`src/rtl/board_glue_pkg.sv`:
```
package board_glue_pkg;

    localparam int SW_W   = 4;
    localparam int CTL_W  = 2;
    localparam int STAT_W = 2;
    localparam int NPORT  = 2;

    typedef enum logic [1:0] {
        IDX_USER = 2'd0,
        IDX_CARD = 2'd1,
        IDX_VER  = 2'd2,
        IDX_MISC = 2'd3
    } reg_idx_e;

    typedef struct packed {
        logic [SW_W-1:0]  led;
        logic [CTL_W-1:0] card_ctl;
        logic             card_hold;
        logic [NPORT-1:0] route;
        logic             page;
        logic [3:0]       scratch;
    } ctrl_regs_t;

    localparam ctrl_regs_t CTRL_RESET = '0;

    function automatic logic [7:0] pack_card(input logic hold, input logic det,
                                             input logic [STAT_W-1:0] stat,
                                             input logic [CTL_W-1:0] ctl);
        return {hold, 2'b00, det, stat, ctl};
    endfunction

    function automatic logic [7:0] pack_misc(input logic [3:0] scratch, input logic page,
                                             input logic [NPORT-1:0] route);
        return {scratch, 1'b0, page, route};
    endfunction

endpackage

```
`src/rtl/bit_sync.sv`:
```
module bit_sync #(
    parameter int W = 1,
    parameter int STAGES = 2,
    parameter logic [W-1:0] RST_VAL = '0
) (
    input  logic         clk,
    input  logic         rst,
    input  logic [W-1:0] d,
    output logic [W-1:0] q
);
    logic [W-1:0] stg [STAGES];

    always_ff @(posedge clk) begin
        if (rst) begin
            for (int i = 0; i < STAGES; i++) stg[i] <= RST_VAL;
        end else begin
            stg[0] <= d;
            for (int i = 1; i < STAGES; i++) stg[i] <= stg[i-1];
        end
    end

    assign q = stg[STAGES-1];
endmodule

```
`src/rtl/rst_combiner.sv`:
```
module rst_combiner #(
    parameter int NSRC = 3,
    parameter int HOLD = 8
) (
    input  logic            clk,
    input  logic            rst,
    input  logic [NSRC-1:0] src_n,
    output logic            sys_rst
);
    localparam int CW = $clog2(HOLD + 1);

    logic [NSRC-1:0] src_s;
    logic [CW-1:0]   cnt;
    logic            rst_q;

    bit_sync #(.W(NSRC), .STAGES(2), .RST_VAL('0)) u_sync (
        .clk(clk), .rst(rst), .d(src_n), .q(src_s)
    );

    always_ff @(posedge clk) begin
        if (rst) begin
            cnt   <= CW'(HOLD);
            rst_q <= 1'b1;
        end else if (!(&src_s)) begin
            cnt   <= CW'(HOLD);
            rst_q <= 1'b1;
        end else if (cnt != '0) begin
            cnt   <= cnt - 1'b1;
            rst_q <= 1'b1;
        end else begin
            rst_q <= 1'b0;
        end
    end

    assign sys_rst = rst_q;
endmodule

```
`src/rtl/bus_regs.sv`:
```
module bus_regs
    import board_glue_pkg::*;
#(
    parameter int ADDR_W = 3,
    parameter logic [3:0] BOARD_REV = 4'h2,
    parameter logic [2:0] LOGIC_REV = 3'h1
) (
    input  logic              clk,
    input  logic              rst,
    input  logic              sys_rst,
    input  logic              bus_ce_n,
    input  logic [ADDR_W-1:0] bus_addr,
    input  logic              bus_re_n,
    input  logic              bus_we_n,
    input  logic [7:0]        bus_wdata,
    input  logic [SW_W-1:0]   sw_s,
    input  logic              det_s,
    input  logic [STAT_W-1:0] stat_s,
    output ctrl_regs_t        regs,
    output logic [7:0]        rdata,
    output logic              rdata_oe,
    output logic              wr_pulse
);
    logic     win_sel;
    logic     we_s;
    logic     we_d;
    reg_idx_e idx;
    logic [7:0] rd;

    assign win_sel = !bus_ce_n && bus_addr[ADDR_W-1];
    assign idx     = reg_idx_e'(bus_addr[1:0]);

    bit_sync #(.W(1), .STAGES(2), .RST_VAL(1'b1)) u_we_sync (
        .clk(clk), .rst(rst), .d(bus_we_n), .q(we_s)
    );

    always_ff @(posedge clk) begin
        if (rst) we_d <= 1'b1;
        else     we_d <= we_s;
    end

    assign wr_pulse = we_s && !we_d && win_sel;

    always_ff @(posedge clk) begin
        if (rst || sys_rst) begin
            regs <= CTRL_RESET;
        end else if (wr_pulse) begin
            case (idx)
                IDX_USER: regs.led <= bus_wdata[SW_W-1:0];
                IDX_CARD: begin
                    regs.card_ctl  <= bus_wdata[CTL_W-1:0];
                    regs.card_hold <= bus_wdata[7];
                end
                IDX_MISC: begin
                    regs.route   <= bus_wdata[NPORT-1:0];
                    regs.page    <= bus_wdata[2];
                    regs.scratch <= bus_wdata[7:4];
                end
                default: ;
            endcase
        end
    end

    always_comb begin
        case (idx)
            IDX_USER: rd = {sw_s, regs.led};
            IDX_CARD: rd = pack_card(regs.card_hold, det_s, stat_s, regs.card_ctl);
            IDX_VER:  rd = {1'b0, LOGIC_REV, BOARD_REV};
            default:  rd = pack_misc(regs.scratch, regs.page, regs.route);
        endcase
    end

    assign rdata_oe = win_sel && !bus_re_n;
    assign rdata    = rdata_oe ? rd : 8'h00;
endmodule

```
`src/rtl/board_glue_top.sv`:
```
module board_glue_top
    import board_glue_pkg::*;
#(
    parameter int NUM_SUP = 2,
    parameter int HOLD_CYCLES = 8,
    parameter int ADDR_W = 3,
    parameter logic [3:0] BOARD_REV = 4'h2,
    parameter logic [2:0] LOGIC_REV = 3'h1
) (
    input  logic               clk,
    input  logic               rst,
    input  logic               btn_rst_n,
    input  logic [NUM_SUP-1:0] sup_rst_n,
    input  logic               emu_rst_n,
    input  logic               bus_ce_n,
    input  logic [ADDR_W-1:0]  bus_addr,
    input  logic               bus_re_n,
    input  logic               bus_we_n,
    input  logic [7:0]         bus_wdata,
    output logic [7:0]         bus_rdata,
    output logic               bus_rdata_oe,
    output logic               flash_ce_n,
    input  logic [3:0]         sw_in,
    input  logic               card_det,
    input  logic [1:0]         card_stat,
    output logic [3:0]         led,
    output logic [1:0]         card_ctl,
    output logic               card_rst_n,
    output logic [1:0]         route_sel,
    output logic               flash_page,
    output logic               sys_rst_n
);
    localparam int NSRC = NUM_SUP + 2;
    localparam int IN_W = SW_W + 1 + STAT_W;

    logic             sys_rst;
    logic             wr_pulse;
    ctrl_regs_t       regs;
    logic [IN_W-1:0]  in_s;

    rst_combiner #(.NSRC(NSRC), .HOLD(HOLD_CYCLES)) u_rst (
        .clk(clk), .rst(rst),
        .src_n({emu_rst_n, sup_rst_n, btn_rst_n}),
        .sys_rst(sys_rst)
    );

    bit_sync #(.W(IN_W), .STAGES(2), .RST_VAL('0)) u_in_sync (
        .clk(clk), .rst(rst),
        .d({sw_in, card_det, card_stat}), .q(in_s)
    );

    bus_regs #(.ADDR_W(ADDR_W), .BOARD_REV(BOARD_REV), .LOGIC_REV(LOGIC_REV)) u_regs (
        .clk(clk), .rst(rst), .sys_rst(sys_rst),
        .bus_ce_n(bus_ce_n), .bus_addr(bus_addr), .bus_re_n(bus_re_n),
        .bus_we_n(bus_we_n), .bus_wdata(bus_wdata),
        .sw_s(in_s[IN_W-1 -: SW_W]), .det_s(in_s[STAT_W]), .stat_s(in_s[STAT_W-1:0]),
        .regs(regs), .rdata(bus_rdata), .rdata_oe(bus_rdata_oe), .wr_pulse(wr_pulse)
    );

    assign flash_ce_n = bus_ce_n || bus_addr[ADDR_W-1];
    assign led        = regs.led;
    assign card_ctl   = regs.card_ctl;
    assign card_rst_n = !(sys_rst || regs.card_hold);
    assign route_sel  = regs.route;
    assign flash_page = regs.page;
    assign sys_rst_n  = !sys_rst;
endmodule

```
`config.mk`:
```
export PLATFORM = sky130hd
export DESIGN_NAME = board_glue_top
export DESIGN_NICKNAME = d
export VERILOG_FILES = /design/src/rtl/board_glue_pkg.sv /design/src/rtl/bit_sync.sv /design/src/rtl/rst_combiner.sv /design/src/rtl/bus_regs.sv /design/src/rtl/board_glue_top.sv
export SDC_FILE = /design/constraint.sdc
export NUM_CORES = 1
export LEC_CHECK = 0
export BUFFER_PORTS_ARGS = -buffer_cell sky130_fd_sc_hd__buf_2
export CORE_MARGIN = 5
export CORE_UTILIZATION = 40
export CTS_CLUSTER_SIZE = 28
export DETAILED_ROUTE_END_ITERATION = 6
export PLACE_DENSITY = 0.63
export SYNTH_ARGS = -nofsm -noshare
export SYNTH_HDL_FRONTEND = slang
export SYNTH_SLANG_ARGS = --single-unit
```
`constraint.sdc`:
```
create_clock -name clk -period 1.6 [get_ports clk]
set_clock_uncertainty 0.15 [all_clocks]
set_input_delay 0.32 -clock clk [delete_from_list [all_inputs] [get_ports clk]]
set_output_delay 0.32 -clock clk [all_outputs]
set_load 0.05 [all_outputs]
```
==> results of run 1 <==
-- cells in the mapped netlist, types with 3 or more instances --
cell and count:
dfxtp_1 44, nor2b_1 22, nand2_1 19, mux2i_1 10, buf_4 9, o21ai_0 8
or2_2 8, o211ai_1 7, nor2_1 6, a21oi_1 4, buf_2 3, clkbuf_1 3
inv_1 3
-- worst paths after layout --
kind,endpoint,slack (ns),from
max,bus_rdata[4],-0.19,bus_re_n
max reg2reg,u_rst.sys_rst,0.05,u_rst.cnt[0]
min,u_regs.u_we_sync.stg[0][0],0.06,bus_we_n
min reg2reg,u_regs.u_we_sync.stg[0][1],0.26,u_regs.u_we_sync.stg[0][0]
-- per-stage QoR --
step	utilization (%)	TNS [ns]	hold slack, ns	instances
after floorplan	-	-1.19	0.239	178
after global placement	48.2	-2.45	0.242	269
after detailed placement	48.2	-2.47	0.242	269
after CTS	52.9	-1.21	0.0507	278
after global routing	53.2	-1.46	0.0627	279
final	53.2	-1.19	0.0608	279
-- metal layers --
layer	up-vias	part of all wire, %
met1	594	44
met5	-	0
met2	32	48
met3	6	5.8
met4	0	1.6
li1	685	-
-- power breakdown --
group / internal, mW / switching [mW] / total (mW) / leakage [nW]
logic: 0.0700 / 0.0685 / 0.139 / 0.568
clock network: 0.384 / 0.348 / 0.733 / 0.0503
registers: 1.12 / 0.00680 / 1.13 / 0.362
-- layout make-up --
| cell class | count | area share [%] |
|---|---|---|
| Multi-Input combinational cell | 112 | 35.0 |
| Tap cell | 52 | 2.83 |
| Inverter | 4 | 0.870 |
| Timing Repair Buffer | 60 | 18.6 |
| Sequential cell | 44 | 38.5 |
| Clock buffer | 7 | 4.18 |
-- state kept, by name, indices dropped and copies added (netlist names) --
name	flops
u_in_sync.stg	14
u_regs.regs	14
u_rst.u_sync.stg	8
u_regs.u_we_sync.stg	2
u_regs.we_d	1
u_rst.sys_rst	1
u_rst.cnt	4
-- logic make-up (layout without fill, tap and decap cells) --
logic type               Yosys count  count (layout)  synth area share, %
AND/OR/NAND/NOR                   72              72                 24.0
multiplexers                      12              12                 6.93
flip-flops                        44              44                 49.8
AO/OA/AOI/OAI                     25              25                 9.41
XOR/XNOR                           1               1                0.495
adder cells (fa/ha/maj)            2               2                 1.41
buffers and inverters             22              71                 7.99
-- repair_timing --
item | in CTS | in global routing
cloned | 0 | 0
hold buffers | 0 | 0
buffers inserted | 2 | 1
gates resized for setup | 30 | 4
endpoints found under the setup margin | 10 | 11
pin swaps | 6 | 2
-- worst max-delay path: stages --
cell,delay [ns]
buf_6,0.08
or3b_1,0.38
buf_6,0.16
clkinv_4,0.06
o221a_4,0.17
buf_8,0.14
==> flow_summary.ini, run 1 <==
[outcome]
status = finished, violations left
violations = setup timing

[grt]
grt_pass1_wl_um = 5880
grtUsageMet3_pct = 4.73
grt.busiest_layer = met2
gr-total-overflow = 0
track_usage_pct = 12.5
grt_use_met2_pct = 20.6
met1_usage_pct = 14.5
grt_pass1_vias = 1228
grt_max_degree = 23
grt_antenna_before_repair = 0

[synthesis]
synth-seq-cells = 44
yosys-top-cells-area = dfxtp_1, nor2b_1, mux2i_1, nand2_1, buf_4
async_reset_ff_share_pct = 0
synth-main-ff-cell = dfxtp_1
ys_seq_area_share_pct = 49.8
syn_inst = 178
synth_top_area_share_pct = 49.8
syn_nets = 207
synth_area_um2 = 1770
avgSynthCellArea_um2 = 9.94
ys_types = 36
synth_edf_count = 0
yosys_warnings = 0
synth_top_cell_by_area = dfxtp_1

[clock_tree]
worstSkewPairLatency_ns = 0.29
cts_buffers = 5
clockRootBuffer = clkbuf_8
cts.path.max_buffers = 2
cts.sinks = 44
cts.clk_slew.worst_paths_ns = 0.07
htreeDepth = 2
cts_tree = done

[critical_path]
critical_path_required_ns = 1.13
path_class = input pin to output pin
start_kind = input pin
cp_max_fo = 7
end_kind = output pin
ff2ff_path_depth = 4
cp_data_arrival_time_ns = 1.32

[pwr]
p_leak_nw = 0.980
power.density_nw_per_um2 = 869
total_power_mw = 2.00
peakVddDrop_mv = 0.515

[placement]
finalWeightedCongestion = 0.812
numPortBuffers = 47
dp_hpwl_um = 2600
placed_area_um2 = 2080
dp_slack_ns = -0.345

[die]
io_pins = 48
die_h_um = 76.5
initial_core_util_pct = 40.9
die_w_um = 76.5
dieArea_um2 = 5850
rows = 24
coreArea_um2 = 4320

[final_layout]
multi_input_area_um2 = 806
layout_commonest_cell = dfxtp_1
fillCellCount = 417
drive_gt1_share_pct = 42.7
stdcell_area_um2 = 2300
antenna_cells = 0
final_cell_mix = dfxtp_1, buf_2, nor2b_1
regArea_um2 = 887
final_nets = 256
area_growth_pct = 30.1

[route]
routed_wl_um = 3520
wl_per_cell_um = 12.6
via_per_inst = 4.72
firstDrtPassIters = 3
drt-initial-drc-count = 57
via_count = 1317
drtAntennaViolNets = 0
route.detailed.drc = 0

[sta]
period_share_pct = 112
min_period_ns = 1.79
finalMaxSlewViolations = 0
worst_slack_ns = -0.186
fmax_mhz = 560
tightest_slew_ns = 0.321
hold_viol = 0
finalSetupViolCount = 9
slew_headroom_pct = 78.6
rsz0062_at_grt = true

[hold_path]
holdPathStages = 2
min_path_type = input pin to flip-flop

[run]
drv_cap = 0
(Power assumes the default switching activity.)
==> run 2, diff against run 1 <==
CTS_BUF_LIST = sky130_fd_sc_hd__clkbuf_4   (was unset)
==> flow_summary.ini, run 2 (synthesis results as in run 1) <==
[outcome]
status = finished, violations left
violations = setup timing

[pwr]
p_leak_nw = 0.985
seq_power_share_pct = 64.1
peakVddDrop_mv = 0.449
swShare_pct = 22.9
combPwrFrac_pct = 8.8
switchingPower_mw = 0.404
p_clk_share_pct = 27.1
p_int_mw = 1.36
power.density_nw_per_um2 = 746
total_power_mw = 1.76

[placement]
placed_area_um2 = 2080
dp_hpwl_um = 2600
numPortBuffers = 47
placed_cells = 269
dp_slack_ns = -0.345
finalWeightedCongestion = 0.812

[critical_path]
end_kind = output pin
cp_max_fo = 7
rrSetupSlack_ns = 0.03
crit_chain = buf_6, or3b_4, buf_12, clkinv_8, o221a_4, buf_8
reg2reg_from = u_rst.cnt[0]
start_kind = input pin
cp_data_arrival_time_ns = 1.33
startpoint = bus_re_n
ff2ff_path_depth = 4
r2r_end = u_rst.sys_rst
endpoint = bus_rdata[4]
slowest_delay_ns = 0.39
critical_path_required_ns = 1.13
path_class = input pin to output pin
slowest_stage = or3b_4

[clock_tree]
clockRootBuffer = clkbuf_4
cts.clk_slew.worst_paths_ns = 0.11
htreeDepth = 2
worstSkewPairLatency_ns = 0.34
cts_tree = done
cts.path.max_buffers = 2
cts.sinks = 44
cts_buffers = 5

[sta]
period_share_pct = 113
tightest_slew_ns = 0.324
finalSetupViolCount = 9
tns_ns = -1.16
fmax_mhz = 555
rsz0062_at_grt = true
min_period_ns = 1.80
worst_slack_ns = -0.202
finalMaxSlewViolations = 0
slew_headroom_pct = 78.3
hold_viol = 0

[grt]
grt_pass1_wl_um = 5960
track_usage_pct = 12.6
gr-total-overflow = 0
grt_antenna_before_repair = 0
grt_pass1_vias = 1254
grt_max_degree = 23

[final_layout]
stdcell_count = 281
regArea_um2 = 892
layout_commonest_cell = dfxtp_1
drive_gt1_share_pct = 45.4
final_cell_mix = dfxtp_1, buf_2, nor2b_1
fillCellCount = 396
multi_input_area_um2 = 855
final_nets = 258
area_growth_pct = 33.6
largestRegisters = u_in_sync.stg: 14 flops, u_regs.regs: 14 flops, u_rst.u_sync.stg: 8 flops
antenna_cells = 0
stdcell_area_um2 = 2360

[route]
drtAntennaViolNets = 0
firstDrtPassIters = 4
via_count = 1344
routed_wl_um = 3600
drt-initial-drc-count = 71
route.detailed.drc = 0
wl_per_cell_um = 12.8
via_per_inst = 4.78

[hold_path]
min_path_type = input pin to flip-flop
holdPathStages = 2

[run]
drv_cap = 0

[die]
dieArea_um2 = 5850
initial_core_util_pct = 40.9
die_h_um = 76.5
io_pins = 48
coreArea_um2 = 4320
rows = 24
die_w_um = 76.5
[run 2: changes by cell type in the layout (fill, tap and decap cells not counted), sizes merged]
cell	delta
buf	+1
clkbuf	-2
clkinv	+2
dlygate4sd3	+1
[run 2: layout make-up]
cell class,instances,area share [%]
multi-input combinational,112,36.2
tap,52,2.75
inverter,4,1.16
clock inverter,2,0.318
timing repair buffer,62,20.3
clock buffer,5,1.59
sequential,44,37.7
[run 2: how the worst min path moves through the flow]
stage / startpoint / to / slack [ns]
after floorplan: u_regs.u_we_sync.stg[0][0] / u_regs.u_we_sync.stg[0][1] / 0.24
after global placement: u_regs.u_we_sync.stg[0][0] / u_regs.u_we_sync.stg[0][1] / 0.24
after detailed placement: u_regs.u_we_sync.stg[0][0] / u_regs.u_we_sync.stg[0][1] / 0.24
after CTS: emu_rst_n / u_rst.u_sync.stg[0][3] / 0.01
after global routing: emu_rst_n / u_rst.u_sync.stg[0][3] / 0.003
final: btn_rst_n / u_rst.u_sync.stg[0][0] / 0.03
[run 2: power groups by stage]
stage | clock [mW] | combinational [mW] | sequential (mW)
2_1_floorplan | 0 | 0.0832 | 1.15
3_3_place_gp | 0 | 0.130 | 1.16
3_5_place_dp | 0 | 0.131 | 1.16
4_1_cts | 0.500 | 0.147 | 1.13
5_1_grt | 0.549 | 0.169 | 1.13
6_report | 0.477 | 0.155 | 1.13
[run 2: per-stage QoR]
step | hold WS [ns] | utilization (%)
2_1_floorplan | 0.239 | -
3_3_place_gp | 0.242 | 48.2
3_5_place_dp | 0.242 | 48.2
4_1_cts | 0.0119 | 53.1
5_1_grt | 0.00340 | 54.7
6_report | 0.0307 | 54.7
[run 2: what timing repair did]
item / CTS / global route
endpoints found under the hold margin: 1 / 0
pin swaps: 8 / 3
setup endpoints to repair: 10 / 11
cloned: 0 / 0
hold buffers: 1 / 0
setup buffers: 3 / 1
gates resized for setup: 43 / 15
[run 2: critical path: cells and delay by family]
kind	cells	cell delay [ns]
buffers and inverters	4	0.45
AO/OA/AOI/OAI	1	0.17
AND/OR/NAND/NOR	1	0.39
[run 2: routing by layer]
metal | global-route usage [%] | wire [um] | vias up
met5 | 0 | 0 | -
met4 | 4.20 | 48 | 0
met3 | 4.73 | 233 | 7
met2 | 21.2 | 1780 | 32
met1 | 14.5 | 1540 | 615
li1 | - | - | 690
==> run 3, diff against run 2 <==
CELL_PAD_IN_SITES_DETAIL_PLACEMENT = 1   (was unset)
CELL_PAD_IN_SITES_GLOBAL_PLACEMENT = 1   (was unset)
CORE_UTILIZATION = 35   (was 40)
CTS_BUF_LIST = unset   (was sky130_fd_sc_hd__clkbuf_4)
PLACE_DENSITY = 0.71   (was 0.63)
SLEW_MARGIN = 40   (was unset)
==> flow_summary.ini, run 3 (synthesis results as in run 1) <==
[sta]
finalSetupViolCount = 9
tns_ns = -1.13
worst_slack_ns = -0.179
finalMaxSlewViolations = 0
slew_headroom_pct = 81.0
period_share_pct = 111
hold_viol = 0
holdWs_ns = 0.0610
min_period_ns = 1.78
rsz0062_at_grt = true
fmax_mhz = 562
tightest_slew_ns = 0.277

[grt]
grt_pass1_wl_um = 6600
grt_use_met2_pct = 25.5
grtUsageMet3_pct = 3.77
grt_antenna_before_repair = 0
grt.busiest_layer = met2
track_usage_pct = 13.4
grt_pass1_vias = 1452
met1_usage_pct = 13.5
grt_max_degree = 23
gr-total-overflow = 0

[route]
via_per_inst = 4.62
drtAntennaViolNets = 0
via_count = 1394
firstDrtPassIters = 4
routed_wl_um = 4180
route.detailed.drc = 0
drt-initial-drc-count = 30
wl_per_cell_um = 13.8

[final_layout]
final_nets = 263
stdcell_area_um2 = 2390
fillCellCount = 583
stdcell_count = 302
antenna_cells = 0
layout_commonest_cell = dfxtp_1
largestRegisters = u_in_sync.stg: 14 flops, u_regs.regs: 14 flops, u_rst.u_sync.stg: 8 flops
drive_gt1_share_pct = 46.8
area_growth_pct = 35.1
postLayoutCoreUtil_pct = 49.6
final_cell_mix = dfxtp_1, buf_2, nor2b_1

[critical_path]
startpoint = bus_re_n
end_kind = output pin
slowest_delay_ns = 0.49
cp_data_arrival_time_ns = 1.31
path_class = input pin to output pin
crit_family = simple AND/OR/NAND/NOR gates
crit_chain = buf_6, or3b_4, clkinv_4, o221a_4, buf_8
slowest_stage = or3b_4
start_kind = input pin
critical_path_required_ns = 1.13
cp_num_buf_inv = 3
reg2reg_from = u_rst.cnt[1]
cp_max_fo = 7

[pwr]
p_leak_nw = 1.02
peakVddDrop_mv = 0.363
power.density_nw_per_um2 = 835
total_power_mw = 2.00

[placement]
placed_cells = 290
dp_slack_ns = -0.360
numPortBuffers = 47
finalWeightedCongestion = 0.738
placed_area_um2 = 2150
dp_hpwl_um = 3160

[clock_tree]
hold_buffers = 0
htreeDepth = 2
worstSkewPairLatency_ns = 0.29
cts.path.max_buffers = 2
cts.clk_slew.worst_paths_ns = 0.07
cts_buffers = 5
clockRootBuffer = clkbuf_8
cts_tree = done
cts.sinks = 44

[die]
dieArea_um2 = 6580
coreArea_um2 = 4820
rows = 25
initial_core_util_pct = 36.7
die_w_um = 81.1
die_h_um = 81.1
io_pins = 48

[hold_path]
min_path_type = input pin to flip-flop
hold_start = bus_we_n

[outcome]
status = finished, violations left
violations = setup timing

[run]
drv_cap = 0
-- run 3: changes by cell type in the layout (fill, tap and decap cells not counted), sizes merged --
cell         before  now
clkbuf            5    7
dlygate4sd3       1    0
clkinvlp          0    1
buf              61   67
clkinv            3    1
-- run 3: metal layers --
metal	routed length, um	vias to the layer above	share of wire [%]
li1	-	695	-
met1	1580	659	38
met2	2290	32	55
met3	234	8	5.6
met4	80	0	1.9
met5	0	-	0
-- run 3: layout make-up --
cell class                      count  area (um^2)  share of cell area [%]
Sequential cell                    44          890                    37.2
Tap cell                           67         83.8                    3.51
Clock buffer                        7         86.3                    3.61
Timing Repair Buffer               67          493                    20.6
Multi-Input combinational cell    112          811                    33.9
Clock inverter                      1         7.51                   0.314
Inverter                            4         20.0                   0.837
-- run 3: where the power goes --
group | total [mW] | switching, mW | internal, mW
Combinational | 0.155 | 0.0746 | 0.0801
Sequential | 1.13 | 0.00671 | 1.12
Clock | 0.713 | 0.363 | 0.351
Total | 2.00 | 0.444 | 1.55
-- run 3: worst paths after layout --
check | to | cells after the start | slack [ns]
setup / recovery | bus_rdata[4] | 5 | -0.18
hold / removal | u_regs.u_we_sync.stg[0][0] | 2 | 0.06
setup reg to reg | u_rst.sys_rst | 4 | 0.06
hold reg to reg | u_regs.u_we_sync.stg[0][1] | 1 | 0.27
-- run 3: repair_timing --
action	4_1_cts	5_1_grt
buffers inserted	1	4
pin swaps	5	3
resized for setup	32	13
cloned	0	0
endpoints found under the setup margin	10	11
